==> src/rtl/stereo_pcm_serializer.sv <==
module stereo_pcm_serializer #(
  parameter int SAMPLE_W = 20,
  parameter int SLOT_W   = 32,
  parameter int DIV_LOG2 = 2
) (
  input  logic                clk,
  input  logic                rst_n,
  input  logic                pd_n,
  input  logic                master_en,
  input  logic                lr_in,
  input  logic                smp_valid,
  input  logic [SAMPLE_W-1:0] smp_left,
  input  logic [SAMPLE_W-1:0] smp_right,
  output logic                sdata,
  output logic                bclk,
  output logic                lr_out,
  output logic                lr_oe
);

  localparam int SLOT_LOG2 = $clog2(SLOT_W);
  localparam int CNT_W     = DIV_LOG2 + SLOT_LOG2 + 1;
  localparam logic [CNT_W-1:0] FRAME_LAST = {CNT_W{1'b1}};

  logic [CNT_W-1:0]    cnt;
  logic                run;
  logic                lr_q;
  logic [SAMPLE_W-1:0] pend_l, pend_r, hold_l, hold_r;

  wire lr_edge = lr_in ^ lr_q;
  wire start_m = !run && master_en;
  wire start_s = !run && !master_en && lr_edge;
  wire wrap    = run && (cnt == FRAME_LAST);
  wire load    = start_m || start_s || wrap;

  wire [SAMPLE_W-1:0] nxt_l = smp_valid ? smp_left  : pend_l;
  wire [SAMPLE_W-1:0] nxt_r = smp_valid ? smp_right : pend_r;

  always_ff @(posedge clk or negedge rst_n) begin
    if (!rst_n) begin
      cnt    <= '0;
      run    <= 1'b0;
      lr_q   <= 1'b0;
      pend_l <= '0;
      pend_r <= '0;
      hold_l <= '0;
      hold_r <= '0;
    end else begin
      lr_q <= lr_in;
      if (!pd_n) begin
        cnt    <= '0;
        run    <= 1'b0;
        pend_l <= '0;
        pend_r <= '0;
        hold_l <= '0;
        hold_r <= '0;
      end else begin
        if (smp_valid) begin
          pend_l <= smp_left;
          pend_r <= smp_right;
        end
        if (load) begin
          hold_l <= nxt_l;
          hold_r <= nxt_r;
        end
        if (start_m) begin
          run <= 1'b1;
          cnt <= '0;
        end else if (start_s) begin
          run <= 1'b1;
          cnt <= {~lr_in, {(CNT_W-1){1'b0}}};
        end else if (run) begin
          cnt <= cnt + 1'b1;
        end
      end
    end
  end

  wire [SLOT_LOG2-1:0] bitpos = cnt[CNT_W-2:DIV_LOG2];
  wire                 slot_r = cnt[CNT_W-1];
  wire [SAMPLE_W-1:0]  word   = slot_r ? hold_r : hold_l;
  wire [SAMPLE_W-1:0]  shl    = word << bitpos;

  assign sdata  = run & shl[SAMPLE_W-1];
  assign bclk   = run & cnt[DIV_LOG2-1];
  assign lr_out = run & ~slot_r;
  assign lr_oe  = master_en;

  a_r8_powerdown_idle: assert property (@(posedge clk) disable iff (!rst_n)
    !pd_n |=> (!sdata && !bclk && !lr_out));

  a_r2_pad_zero: assert property (@(posedge clk) disable iff (!rst_n)
    (run && int'(bitpos) >= SAMPLE_W) |-> !sdata);

  a_r4_data_on_fall: assert property (@(posedge clk) disable iff (!rst_n)
    (run && $past(run) && !$stable(sdata)) |-> $fell(bclk));

  a_r4_lr_on_fall: assert property (@(posedge clk) disable iff (!rst_n)
    (run && $past(run) && !$stable(lr_out)) |-> $fell(bclk));

  a_r9_master_left_first: assert property (@(posedge clk) disable iff (!rst_n)
    (master_en && $rose(run)) |-> (lr_out && !bclk));

  a_r10_slave_align: assert property (@(posedge clk) disable iff (!rst_n)
    (!master_en && $rose(run)) |-> (lr_out == $past(lr_in)));

endmodule

==> config.mk <==
export PLATFORM = sky130hd
export DESIGN_NAME = stereo_pcm_serializer
export DESIGN_NICKNAME = d
export VERILOG_FILES = /design/src/rtl/stereo_pcm_serializer.sv
export SDC_FILE = /design/constraint.sdc
export NUM_CORES = 1
export LEC_CHECK = 0
export BUFFER_PORTS_ARGS = -buffer_cell sky130_fd_sc_hd__buf_2
export CAP_MARGIN = 0
export CORE_MARGIN = 5
export CORE_UTILIZATION = 35
export CTS_BUF_LIST = sky130_fd_sc_hd__clkbuf_4 sky130_fd_sc_hd__clkbuf_8
export CTS_CLUSTER_DIAMETER = 80
export DETAILED_ROUTE_END_ITERATION = 6
export MAX_ROUTING_LAYER = met4
export SYNTH_ARGS = -nofsm -noshare
export SYNTH_HDL_FRONTEND = slang
export SYNTH_SLANG_ARGS = --single-unit
==> constraint.sdc <==
create_clock -name clk -period 3.05 [get_ports clk]
set_input_delay 0.61 -clock clk [delete_from_list [all_inputs] [get_ports clk]]
set_output_delay 0.61 -clock clk [all_outputs]
set_load 0.01 [all_outputs]
==> results.txt <==
----------------------------------------------------
[Run status]
  Run status ... finished clean

[GRT]
  Via count of the first global-routing pass ... 2598
  Maximum number of pins on one net before global-route repair ... 55
  Total routing usage reported by global routing ... 0.123
  Overflow left after global routing ... 0
  Initial antenna violation count ... 0
  First-pass GRT wire length ... 13500 um

[Synth]
  Seq/Total Area, Yosys ... 0.546
  Post-synth net total ... 347
  Count of distinct cell types in the synthesized netlist ... 42
  Top post-synthesis cells by area ... dfrtp_1 (55%), mux2i_1 (11%), mux2_4 (11%)
  Per-instance average area after synthesis ... 13.7 um^2
  Async set-or-reset flop fraction in the synthesized netlist ... 1.00
  Most common flop cell mapped by yosys ... dfrtp_1
  Post-synth top area cell ... dfrtp_1
  Area share of the largest cell type after synthesis ... 0.546
  Post-synth design cell area ... 4120 um^2
  Cell with the most instances after synthesis ... dfrtp_1
  Flip-flop and latch count after synthesis ... 90
  Yosys warning count ... 0
  Commonest cells post-synth ... dfrtp_1 (90), nor2_1 (52), mux2i_1 (46), mux2_4 (30), mux2_2 (10)
  Number of cells produced by synthesis ... 300
  Number of enable flip-flop cells after synthesis ... 0

[Detailed routing]
  Violation count after the first detailed-route iteration ... 103
  Post-detailed-route via-to-cell ratio ... 4.84
  Number of detailed-route iterations in the first pass ... 4
  Post-detailed-routing wire length ... 7980 um
  Post-detailed-route count of antenna-violating nets ... 0
  Vias post-DR ... 2391
  Average routed wire per standard cell ... 16.1 um
  Drc violations ... 0

[Timing]
  Setup violations, final ... 0
  Crit share post-route ... 0.927
  Maximum clock frequency ... 354 MHz
  Time the worst path needs with I/O delays and setup ... 2.83 ns
  Smallest hold slack ... 0.293 ns
  Final Max Tran Viols ... 0
  Unrepaired setup endpoints after global routing ... no
  Clock Skew ... 0.00821 ns
  Hold Vio Cnt, Final ... 0
  Worst Max-Slew Pin Slew ... 0.693 ns
  Final setup margin ... 0.222 ns
  Setup TNS ... 0 ns
  Max-Slew Margin vs Limit ... 0.538

[Placed design]
  HPWL after detailed placement ... 5580 um
  Minimum setup slack after placement ... 0.464 ns
  Final weighted congestion in routability-driven placement ... 0.769
  Standard cell area after detailed placement ... 4480 um^2
  Number of instances in the placed design ... 478
  Count of buffers from port buffering ... 49

[Power and ir drop]
  PnR Total Power ... 2.45 mW
  Power density over the cells ... 522 nW/um^2
  Cell leakage power ... 2.28 nW
  Worst IR Drop VDD ... 255 uV

[Worst setup path]
  Number of cells on the worst reg-to-reg path ... 5
  Crit Path Category ... flop to output port
  Terminus of the critical flop-to-flop path ... hold_l[7]
  Critical Path AT ... 2.22 ns
  FF-to-FF Start ... cnt[2]
  Crit path launch ... cnt[2]
  Critical Path Source Type ... flop
  Setup crit end kind ... output port
  Biggest fanout along the worst timing path ... 13
  Worst setup slack for register-to-register paths ... 0.89 ns
  Required time worst endpoint ... 2.44 ns

[CTS]
  CTS-repair resized insts ... 0
  CTS Buf Count ... 9
  Htree depth ... 3
  Number of post-CTS setup repair buffers ... 0
  Clock transition at the registers of the reported paths ... 0.08 ns
  Clk_lat worst skew ... 0.36 ns
  Longest Clk Path Bufs ... 2
  Number of hold buffers added after CTS ... 0
  Clock tree from TritonCTS ... done
  Sinks on Clock Net ... 90
  CTS Root Cell ... clkbuf_8

[Floorplan]
  Die Y ... 119 um
  IO Pins ... 50
  Row cnt ... 39
  Area enclosed by the die boundary ... 14000 um^2
  Die span in x ... 119 um
  Initial core utilization ... 0.359
  Placeable Area ... 11500 um^2

[Min path]
  HP Class ... input pin to async pin

[Layout]
  Cell area after layout ... 4680 um^2
  Number of antenna cells inserted ... 0
  Filler-free cell count of the finished design ... 494
  Nets@finish ... 393
  Share of the core filled with cells ... 0.408
  Share of layout cells above drive strength 1 ... 0.350
  Synthesis-to-layout area growth ... 13.6%

[Job]
  Count of maximum capacitance violations ... 0

----------------------------------------------------
logic make-up (layout without fill, tap and decap cells):
kind of cell	count (synthesis)	after routing	synth area share
mux	94	94	0.293
flops	90	90	0.546
simple gates	73	73	0.0780
buf+inv	23	74	0.0373
compound gates	12	12	0.0255
xor+xnor	7	7	0.0167
fa+ha+maj	1	1	0.00304
sequential cells by signal, indices dropped and copies added (netlist names):
register and flops:
run 1, hold_r 20, cnt 8, pend_r 20, lr_q 1, hold_l 20, pend_l 20
worst max path at each step:
stage                  to  cells past startpoint  slack, ns
floorplan           sdata                      6       0.87
global placement    sdata                      6       0.51
detailed placement  sdata                      6       0.46
CTS                 sdata                      6       0.05
global route        sdata                      5      0.004
finish              sdata                      5       0.22
worst max-delay path: stages (launching register included):
cell	delay, ns
dfrtp_1	0.70
nand3_1	0.24
o22ai_1	0.21
nor4_1	0.08
o41ai_1	0.42
buf_2	0.21
report_power, final:
group | total (mW) | internal, mW | switching [mW]
registers | 1.32 | 1.27 | 0.0480
logic | 0.297 | 0.161 | 0.136
clock network | 0.830 | 0.420 | 0.410
per-layer routing:
metal  part of all wire  global-route usage  vias up  wire, um
met1               0.49               0.165     1197      3870
met3              0.023              0.0248       13       184
met4              0.018              0.0475        0       147
met5                  0                   -        -         0
met2               0.47               0.185       37      3770
li1                   -                   -     1144         -
final cells by class:
class                      count  area (um^2)
timing repair buffer          55          318
clock buffer                  12          153
fill                        1062         6790
clock inverter                 4         51.3
inverter                       3         11.3
multi-input combinational    187         1720
sequential                    90         2250
tap                          143          179
layout by cell type, fill, tap and decap left out, types with 2 or more instances in the layout:
master and count:
dfrtp_1 89, nor2_1 52, buf_2 48, mux2i_1 46, mux2_4 30, mux2_2 10, clkbuf_8 10, mux4_2 7
buf_4 5, nand2_1 4, nor3_1 3, nand4_1 3, xnor2_1 3, xor2_1 3, inv_1 2, and3b_1 2
a22o_1 2, a21oi_1 2, clkbuf_4 2, buf_12 2
Note: power is estimated with default switching activity, not from simulation.
